**src/rtl/pwm4_pkg.sv**
```systemverilog
package pwm4_pkg;
  localparam int NUM_CH   = 4;
  localparam int CNT_W    = 16;
  localparam int DATA_W   = 32;
  localparam int ADDR_W   = 12;
  localparam int PRES_W   = 4;
  localparam int MAX_PRES = 10;

  // write strobes from the register decoder to the channel datapath
  typedef struct packed {
    logic [NUM_CH-1:0] enSet;
    logic [NUM_CH-1:0] enClr;
    logic [NUM_CH-1:0] modeWr;
    logic [NUM_CH-1:0] dtyWr;
    logic [NUM_CH-1:0] dtyUpdWr;
    logic [NUM_CH-1:0] prdWr;
    logic [NUM_CH-1:0] prdUpdWr;
    logic [DATA_W-1:0] wdata;
  } strobe_t;

  // per-channel state visible to the read path
  typedef struct packed {
    logic              en;
    logic              pol;
    logic [PRES_W-1:0] pres;
    logic [CNT_W-1:0]  cnt;
    logic [CNT_W-1:0]  dty;
    logic [CNT_W-1:0]  dtyUpd;
    logic [CNT_W-1:0]  prd;
    logic [CNT_W-1:0]  prdUpd;
  } chView_t;
endpackage

```
**src/rtl/pwm4_regctl.sv**
```systemverilog
module pwm4_regctl
  import pwm4_pkg::*;
#(
  parameter logic [ADDR_W-1:0] ENA_OFF   = 12'h004,
  parameter logic [ADDR_W-1:0] DIS_OFF   = 12'h008,
  parameter logic [ADDR_W-1:0] STAT_OFF  = 12'h00C,
  parameter logic [ADDR_W-1:0] BANK_BASE = 12'h200,
  parameter int                BANK_SZ   = 32
) (
  input  logic                 wrEn,
  input  logic [ADDR_W-1:0]    addr,
  input  logic [DATA_W-1:0]    wdata,
  input  chView_t [NUM_CH-1:0] chView,
  output strobe_t              strobe,
  output logic [DATA_W-1:0]    rdata
);
  localparam int CH_W    = $clog2(NUM_CH);
  localparam int OFF_W   = $clog2(BANK_SZ);
  localparam int SPAN    = NUM_CH * BANK_SZ;
  localparam int MODE_POL_BIT = 9;

  logic [ADDR_W-1:0] bankRel;
  logic              inBank;
  logic [CH_W-1:0]   chIdx;
  logic [OFF_W-1:0]  regOff;
  logic              selMode, selDty, selDtyUpd, selPrd, selPrdUpd;

  assign bankRel = addr - BANK_BASE;
  assign inBank  = (addr >= BANK_BASE) && (bankRel < ADDR_W'(SPAN)) && (addr[1:0] == 2'b00);
  assign chIdx   = bankRel[OFF_W +: CH_W];
  assign regOff  = bankRel[OFF_W-1:0];

  assign selMode   = inBank && (regOff == OFF_W'(8'h00));
  assign selDty    = inBank && (regOff == OFF_W'(8'h04));
  assign selDtyUpd = inBank && (regOff == OFF_W'(8'h08));
  assign selPrd    = inBank && (regOff == OFF_W'(8'h0C));
  assign selPrdUpd = inBank && (regOff == OFF_W'(8'h10));

  assign strobe.wdata = wdata;

  for (genvar i = 0; i < NUM_CH; i++) begin : g_strb
    logic hit;
    assign hit = wrEn && (chIdx == CH_W'(i));
    assign strobe.enSet[i]    = wrEn && (addr == ENA_OFF) && wdata[i];
    assign strobe.enClr[i]    = wrEn && (addr == DIS_OFF) && wdata[i];
    assign strobe.modeWr[i]   = hit && selMode;
    assign strobe.dtyWr[i]    = hit && selDty;
    assign strobe.dtyUpdWr[i] = hit && selDtyUpd;
    assign strobe.prdWr[i]    = hit && selPrd;
    assign strobe.prdUpdWr[i] = hit && selPrdUpd;
  end

  logic [NUM_CH-1:0] enVec;
  always_comb begin
    for (int i = 0; i < NUM_CH; i++) enVec[i] = chView[i].en;
  end

  always_comb begin
    rdata = '0;
    if (addr == STAT_OFF) begin
      rdata[NUM_CH-1:0] = enVec;
    end else if (selMode) begin
      rdata[PRES_W-1:0]   = chView[chIdx].pres;
      rdata[MODE_POL_BIT] = chView[chIdx].pol;
    end else if (selDty) begin
      rdata[CNT_W-1:0] = chView[chIdx].dty;
    end else if (selDtyUpd) begin
      rdata[CNT_W-1:0] = chView[chIdx].dtyUpd;
    end else if (selPrd) begin
      rdata[CNT_W-1:0] = chView[chIdx].prd;
    end else if (selPrdUpd) begin
      rdata[CNT_W-1:0] = chView[chIdx].prdUpd;
    end
  end
endmodule

```
**src/rtl/pwm4_datapath.sv**
```systemverilog
module pwm4_datapath
  import pwm4_pkg::*;
#(
  parameter int MODE_POL_BIT = 9
) (
  input  logic                 clk,
  input  logic                 rstN,
  input  strobe_t              strobe,
  output chView_t [NUM_CH-1:0] chView,
  output logic [NUM_CH-1:0]    pwmOut
);
  // free-running prescaler shared by all channels
  logic [MAX_PRES-1:0] preCnt;
  logic [MAX_PRES:0]   tickVec;

  always_ff @(posedge clk) begin
    if (!rstN) preCnt <= '0;
    else       preCnt <= preCnt + 1'b1;
  end

  assign tickVec[0] = 1'b1;
  for (genvar k = 1; k <= MAX_PRES; k++) begin : g_tick
    assign tickVec[k] = &preCnt[k-1:0];
  end

  for (genvar i = 0; i < NUM_CH; i++) begin : g_ch
    logic              en, pol, pendDty, pendPrd;
    logic [PRES_W-1:0] pres, presEff;
    logic [CNT_W-1:0]  cnt, dty, dtyUpd, prd, prdUpd;
    logic              tick, prdZero, atEnd, boundary, active;

    assign presEff  = (pres > PRES_W'(MAX_PRES)) ? PRES_W'(MAX_PRES) : pres;
    assign tick     = tickVec[presEff];
    assign prdZero  = (prd == '0);
    assign atEnd    = !prdZero && (cnt == prd - CNT_W'(1));
    assign boundary = prdZero || atEnd;
    assign active   = en && !prdZero && (cnt >= dty);

    always_ff @(posedge clk) begin
      if (!rstN) begin
        en <= 1'b0; pol <= 1'b0; pres <= '0; cnt <= '0;
        dty <= '0; dtyUpd <= '0; prd <= '0; prdUpd <= '0;
        pendDty <= 1'b0; pendPrd <= 1'b0;
      end else begin
        // run control
        if (strobe.enClr[i]) begin
          en  <= 1'b0;
          cnt <= '0;
        end else if (strobe.enSet[i] && !en) begin
          en  <= 1'b1;
          cnt <= '0;
        end else if (en && tick) begin
          if (!prdZero) cnt <= atEnd ? '0 : cnt + CNT_W'(1);
          if (boundary) begin
            if (pendDty) begin dty <= dtyUpd; pendDty <= 1'b0; end
            if (pendPrd) begin prd <= prdUpd; pendPrd <= 1'b0; end
          end
        end
        // register writes; a same-cycle update write re-arms the pending flag
        if (strobe.modeWr[i]) begin
          pres <= strobe.wdata[PRES_W-1:0];
          pol  <= strobe.wdata[MODE_POL_BIT];
        end
        if (strobe.dtyWr[i] && !en) dty <= strobe.wdata[CNT_W-1:0];
        if (strobe.prdWr[i] && !en) prd <= strobe.wdata[CNT_W-1:0];
        if (strobe.dtyUpdWr[i]) begin
          dtyUpd  <= strobe.wdata[CNT_W-1:0];
          pendDty <= 1'b1;
        end
        if (strobe.prdUpdWr[i]) begin
          prdUpd  <= strobe.wdata[CNT_W-1:0];
          pendPrd <= 1'b1;
        end
      end
    end

    assign pwmOut[i] = active ^ pol;

    assign chView[i].en     = en;
    assign chView[i].pol    = pol;
    assign chView[i].pres   = pres;
    assign chView[i].cnt    = cnt;
    assign chView[i].dty    = dty;
    assign chView[i].dtyUpd = dtyUpd;
    assign chView[i].prd    = prd;
    assign chView[i].prdUpd = prdUpd;
  end
endmodule

```
**src/rtl/pwm4_ctrl.sv**
```systemverilog
module pwm4_ctrl
  import pwm4_pkg::*;
(
  input  logic              clk,
  input  logic              rstN,
  input  logic              wrEn,
  input  logic [ADDR_W-1:0] addr,
  input  logic [DATA_W-1:0] wdata,
  output logic [DATA_W-1:0] rdata,
  output logic [NUM_CH-1:0] pwmOut
);
  strobe_t              strobe;
  chView_t [NUM_CH-1:0] chView;

  pwm4_regctl u_regctl (
    .wrEn   (wrEn),
    .addr   (addr),
    .wdata  (wdata),
    .chView (chView),
    .strobe (strobe),
    .rdata  (rdata)
  );

  pwm4_datapath u_datapath (
    .clk    (clk),
    .rstN   (rstN),
    .strobe (strobe),
    .chView (chView),
    .pwmOut (pwmOut)
  );
endmodule

```
**config.mk**
```make
export PLATFORM = sky130hd
export DESIGN_NAME = pwm4_ctrl
export DESIGN_NICKNAME = d
export VERILOG_FILES = /design/src/rtl/pwm4_pkg.sv /design/src/rtl/pwm4_regctl.sv /design/src/rtl/pwm4_datapath.sv /design/src/rtl/pwm4_ctrl.sv
export SDC_FILE = /design/constraint.sdc
export NUM_CORES = 1
export LEC_CHECK = 0
export BUFFER_PORTS_ARGS = -buffer_cell sky130_fd_sc_hd__buf_4
export CAP_MARGIN = 20
export CORE_MARGIN = 2
export CORE_UTILIZATION = 50
export DETAILED_ROUTE_END_ITERATION = 6
export GPL_TIMING_DRIVEN = 0
export PLACE_DENSITY_LB_ADDON = 0.2
export RECOVER_POWER = 100
export SLEW_MARGIN = 25
export SYNTH_ARGS = -nofsm -noshare
export SYNTH_HDL_FRONTEND = slang
export SYNTH_SLANG_ARGS = --single-unit
```
**constraint.sdc**
```tcl
create_clock -name clk -period 4.8 [get_ports clk]
set_clock_uncertainty 0.05 [all_clocks]
set_input_delay 0 -clock clk [delete_from_list [all_inputs] [get_ports clk]]
set_output_delay 0 -clock clk [all_outputs]
set_load 0.05 [all_outputs]
```
After elaboration in Yosys (flattened, before gate mapping)
Index checks and enable logic that the tools add are counted.
- bits of input ports: 47
- latch bits: 0
- ROM bits: 0
- bits in writable memories: 0
- register bits: 362
- memories: 0
- reduce and logical (&&, ||, !) cells: 165
- shift-type cells: 0
- equality and inequality tests: 46
- multipliers: 0
- magnitude comparators: 15
- divide/modulo/power cells: 0
- add/subtract/negate cells: 10
- bitwise gates (word level): 9
- mux-type cells: 100
- operators by type and width (kind ; count):
    2-to-1 mux 16 bit ; 56
    binary-select mux 86 bit (select 2 bit) ; 1
    2-to-1 mux 85 bit ; 1
    nonzero test 2 bit ; 40
    logical AND 1 bit ; 69
    adder 16 x 1 -> 16 bit, second input constant ; 4
    == test 16 bit ; 4
    greater-or-equal comparator 16 bit ; 4
    zero test 16 bit ; 4
    subtractor 16 x 1 -> 16 bit, second input constant ; 4
    != test 2 bit, second input constant ; 24
    AND reduction 5 bit ; 9
    AND reduction 4 bit ; 9
    2-to-1 mux 1 bit ; 29
    == test 12 x 4 -> 1 bit, second input constant ; 2
    2-to-1 mux 4 bit ; 6
    less-than comparator 4 x 5 -> 1 bit, second input constant ; 4
    binary-select mux 1 bit (select 4 bit) ; 4
    > comparator 4 bit, second input constant ; 4
    != test 2 x 1 -> 1 bit, second input constant ; 8
    == test 12 x 3 -> 1 bit, second input constant ; 1
    greater-or-equal comparator 12 x 10 -> 1 bit, second input constant ; 1
    less-than comparator 12 x 8 -> 1 bit, second input constant ; 1
    2-to-1 mux 12 bit ; 1
    25 further kinds ; 55

Longest topological paths before layout
- depth after elaboration: 11
- depth in mapped cells: 15

By module
A second synthesis with hierarchy kept.
- cell total of the unflattened synthesis: 2573
- area total of the unflattened synthesis: 23521.3 sq um
- by module, submodules not included (module ; cells an instance ; instances ; area each (sq um)):
    pwm4_datapath ; 2290 ; 1 ; 20553.5
    pwm4_regctl ; 283 ; 1 ; 2967.8

Least setup slack after synthesis
No wires, ideal clock.
- kind: register -> register
- from: register u_datapath.g_ch[0].prd[0]
- to: register u_datapath.g_ch[0].dty[10]
- cell stages (with the launch flop): 14
- arrival: 3379 ps
- path slack: 1241 ps
- setup time: 130 ps
- cell sequence: dfxtp_1 -> inv_1 -> ha_1 -> xor2_1 -> nor2_1 -> a21oi_1 -> a2111o_1 -> or4_1 -> or4b_1 -> buf_6 -> a211oi_4 -> buf_8 -> mux2i_1 -> a21oi_1
- cells in the longest elaborated chain, start to end: 6
- ends and longest elaborated chain (item ; line ; source):
    start, declared ; pwm4_datapath.sv:29 ; logic [CNT_W-1:0] cnt, dty, dtyUpd, prd, prdUpd;
    start signal, assigned ; pwm4_datapath.sv:65 ; if (strobe.prdWr[i] && !en) prd <= strobe.wdata[CNT_W-1:0];
    subtractor 16 x 1 -> 16 bit / zero test 16 bit (equally long branches) ; pwm4_datapath.sv:35, pwm4_datapath.sv:34 ;
    == test 16 bit / zero test 1 bit (equally long branches) ; pwm4_datapath.sv:35 ; assign atEnd = !prdZero && (cnt == prd - CNT_W'(1));
    logical AND 1 bit ; pwm4_datapath.sv:35 ;
    logical OR 1 bit * ; pwm4_datapath.sv:36 ; assign boundary = prdZero || atEnd;
    nonzero test 2 bit (no source line) * ; -- ;
    AND reduction 5 bit (no source line) * ; -- ;
    end signal, assigned ; pwm4_datapath.sv:64 ; if (strobe.dtyWr[i] && !en) dty <= strobe.wdata[CNT_W-1:0];
    end, declared ; pwm4_datapath.sv:29 ;
Every way passes the cells marked *; elsewhere a longest branch is shown, timed or not.
A chain may end at the register's enable or synchronous reset.

Worst setup path in the final report
- from: register u_datapath.g_ch[3].prd[0]
- to: register u_datapath.g_ch[3].dty[14]
- cells in the longest elaborated chain, start to end: 6
- ends and longest elaborated chain (item ; line):
    start, declared ; pwm4_datapath.sv:29
    start signal, assigned ; pwm4_datapath.sv:65
    subtractor 16 x 1 -> 16 bit / zero test 16 bit (equally long branches) ; pwm4_datapath.sv:35, pwm4_datapath.sv:34
    == test 16 bit / zero test 1 bit (equally long branches) ; pwm4_datapath.sv:35
    logical AND 1 bit ; pwm4_datapath.sv:35
    logical OR 1 bit * ; pwm4_datapath.sv:36
    nonzero test 2 bit (no source line) * ; --
    AND reduction 5 bit (no source line) * ; --
    end signal, assigned ; pwm4_datapath.sv:64
    end, declared ; pwm4_datapath.sv:29
Marked as above.

==> metrics <==
status=complete, no violations; CTS root buffer=clkbuf_16; Clock Tree Buf Depth=3; row count=76; clk_lat worst skew=0.58 ns; most frequent cells in the layout=376 x nand2_1, 362 x dfxtp_1, 179 x a21oi_1; Synth cell types=83; DR iter-0 viols=about 2600; first-pass GRT wire length=125 mm; Total Die Area=between 40000 and 50000 µm²; Worst EP required=about 5.2 ns; PortBufs=47; core area=about 43000 µm²; VDD IR max=0.228 mV; Final Hold Vio Count=0; Placed Area=22700 µm²; most common cell after layout, fill and taps aside=nand2_1; RSZ-0062 raised after global routing=no; worst-path cell chain=inv_1 -> ha_1 -> nor3b_1 -> a21bo_2 -> a21oi_1 -> a2111oi_0 -> nand4_1 -> a211oi_2 -> o211ai_1 -> clkbuf_1 -> clkbuf_2 -> mux2i_1 -> a21oi_1; DR vias=between 20000 and 25000; antenna violations before repair=0; CTS tree=yes; crit path capture type=register; CTS H-tree depth=2; CTS Buf Count=42; Via-to-Cell Ratio=6.28; R2R cell count=13; R2R Path End=u_datapath.g_ch[3].dty[14]$_SDFFE_PN0P_; I/O pins=83; Yosys reg bits=362; worst rel slew slack=approximately 26%; Layout area overhead=11.9%; leak pwr=8.84 nW; fmax=215 MHz; Mapped Area=~22000 µm²; Nets=2798; antenna-violating nets left=0; sequential area share after synthesis=around 34%; reg2reg setup slack=0.15 ns; Post-synth EDFFs=0; WL/cell=between 20 and 30 µm; clock sinks=362; Max stage delay cell, worst path=nor3b_1; Post-Route Utilization=56.4%; Placer Congestion=1.00; final setup violation count=0; drt drc=0; critical path type=register to register; Mean Syn Cell Area=8.47 µm²; CP arrival=5.03 ns; total global routing overflow=0; Worst Tran Pin Value=1.10 ns; fin crit share=96.8%; capture point of the worst path=u_datapath.g_ch[3].dty[14]$_SDFFE_PN0P_; most used cell, CP=a21oi_1; final-report max-slew violation count=0; pin count of the biggest net entering global routing=13; share of the synthesized area in the top cell type=33.6%; CP max FO=10; fin area=24100 µm²; setup_tns=0 ns; fraction of layout cells with a size suffix above 1=8.09%; vias in the first global route=19200; DRT Pass-1 Iters=6; PwrDens=approximately 280 nW/µm²; kind of start point of the critical path=register; Die H=212 µm; Initial Util=50.4%; clock period minus worst slack=4.65 ns; Fill cells=slightly below 4000; Post-Route WL=roughly 85 mm; top_reg_cell synth=dfxtp_1; worst hold path class=primary input to register; asr flop ratio synth=0%; Reg2Reg Launch Point=u_datapath.g_ch[3].prd[0]$_SDFFE_PN0P_; largest cells by area after synthesis=dfxtp_1 34%, mux4_2 7.1%, nand2_1 6.5%; largest area contributor in the netlist=dfxtp_1; Worst-path clk slew=0.06 ns; Synth Warn #=0; crit path from=u_datapath.g_ch[3].prd[0]$_SDFFE_PN0P_; CP peak stage delay=approximately 0.7 ns; HPWL after DPL=66.9 mm; maxcap violations=0; GRT Total Usage=38.1%; Die Width=212 µm; Post-CTS Setup Inserts=0; Mapped Cells=2545
-- worst max-delay path, delay by kind of cell, from the launching register on --
kind / cells / cell delay (ns)
AO/OA/AOI/OAI: 6 / 1.81
AND/OR/NAND/NOR: 2 / 0.92
buffers and inverters: 3 / 0.78
flip-flops: 1 / 0.42
multiplexers: 1 / 0.26
adder cells (fa/ha/maj): 1 / 0.22
-- cells in the mapped netlist, drive strengths merged, types with 5 or more instances --
master  count
nand2     376
dfxtp     362
a21oi     179
o21ai     175
clkbuf    149
mux2i     136
a21boi    131
nor2      123
inv       121
ha         81
xnor2      71
mux4       69
xor2       63
nand3      60
buf        38
nor2b      38
nand4      33
a22oi      32
nor3       31
a21o       27
and3       27
a211oi     16
nor4       16
or3        16
a31oi      14
a221oi     13
nor3b      13
or4        13
nand2b     12
and2       11
o21a       11
nor4b       8
o211ai      7
o22ai       7
o31ai       6
or2         6
a311oi      5
and4        5
nand3b      5
-- per-stage QoR --
stage	power, W	hold slack, ns	instances	setup WS [ns]
finish	0.00665	0.0718	3242	0.154
floorplan	0.00327	0.122	2560	1.24
detailed placement	0.00340	0.309	3153	0.213
global placement	0.00340	0.298	3153	0.217
global route	0.00677	0.0875	3241	0.00251
CTS	0.00664	0.0307	3241	0.167
-- logic make-up (layout without fill, tap and decap cells) --
logic type / count (synthesis) / after routing / synth area share (%)
AND/OR/NAND/NOR: 802 / 802 / 17.7
AO/OA/AOI/OAI: 648 / 648 / 18.8
flip-flops: 362 / 362 / 33.6
buffers and inverters: 310 / 445 / 6.00
multiplexers: 207 / 207 / 13.6
XOR/XNOR: 134 / 134 / 5.44
adder cells (fa/ha/maj): 81 / 81 / 4.70
other: 1 / 17 / 0.0174
-- layer usage --
layer	wire length [µm]	global-route usage, %	share of wire (%)	vias up
met4	4540	18.4	5.3	2
li1	-	-	-	9231
met5	16	0	0.019	-
met3	8350	7.61	9.8	221
met2	37800	59.5	44	1110
met1	34700	50.5	41	9788
-- repair_timing --
| action | 4_1_cts | 5_1_grt |
|---|---|---|
| endpoints found under the setup margin | 0 | 5 |
| hold endpoints to repair | 103 | 0 |
| hold buffers | 19 | 0 |
| gates resized for setup | 0 | 0 |
-- cell type report --
| class | count | area, µm² | share of cell area, % |
|---|---|---|---|
| flip-flops and latches | 362 | 7250 | 30.0 |
| clock inverters | 11 | 111 | 0.462 |
| plain buffers | 188 | 822 | 3.41 |
| inverters | 121 | 454 | 1.88 |
| clock buffers | 58 | 1270 | 5.28 |
| diodes | 1 | 2.50 | 0.0104 |
| multi-input cells | 1888 | 13100 | 54.1 |
| well taps | 546 | 683 | 2.83 |
| repair buffers | 67 | 475 | 1.97 |
-- power by group --
| part | internal, W | switching [W] |
|---|---|---|
| logic | 0.000105 | 0.000248 |
| clock network | 0.00194 | 0.00135 |
| registers | 0.00301 | 0.00000333 |
-- how the worst min path moves through the flow --
stage,startpoint,to,slack (ns),depth (start not counted)
after floorplan,wdata[2],u_datapath.g_ch[2].en$_SDFFE_PP0P_,0.12,3
after global placement,wdata[0],u_datapath.g_ch[0].en$_SDFFE_PP0P_,0.30,4
after detailed placement,wdata[0],u_datapath.g_ch[0].en$_SDFFE_PP0P_,0.31,4
after CTS,addr[3],u_datapath.g_ch[2].en$_SDFFE_PP0P_,0.03,5
after global routing,addr[3],u_datapath.g_ch[2].en$_SDFFE_PP0P_,0.09,5
final,addr[3],u_datapath.g_ch[0].en$_SDFFE_PP0P_,0.07,5
-- sequential cells by signal, indices dropped and copies added, names as in the netlist --
| signal | flops |
|---|---|
| u_datapath.g_ch.cnt | 64 |
| u_datapath.g_ch.en | 4 |
| u_datapath.g_ch.prd | 64 |
| u_datapath.g_ch.dty | 64 |
| u_datapath.g_ch.pol | 4 |
| u_datapath.preCnt | 10 |
| u_datapath.g_ch.pendDty | 4 |
| u_datapath.g_ch.dtyUpd | 64 |
| u_datapath.g_ch.pendPrd | 4 |
| u_datapath.g_ch.prdUpd | 64 |
| u_datapath.g_ch.pres | 16 |
Power figures use the tool's default switching activity.
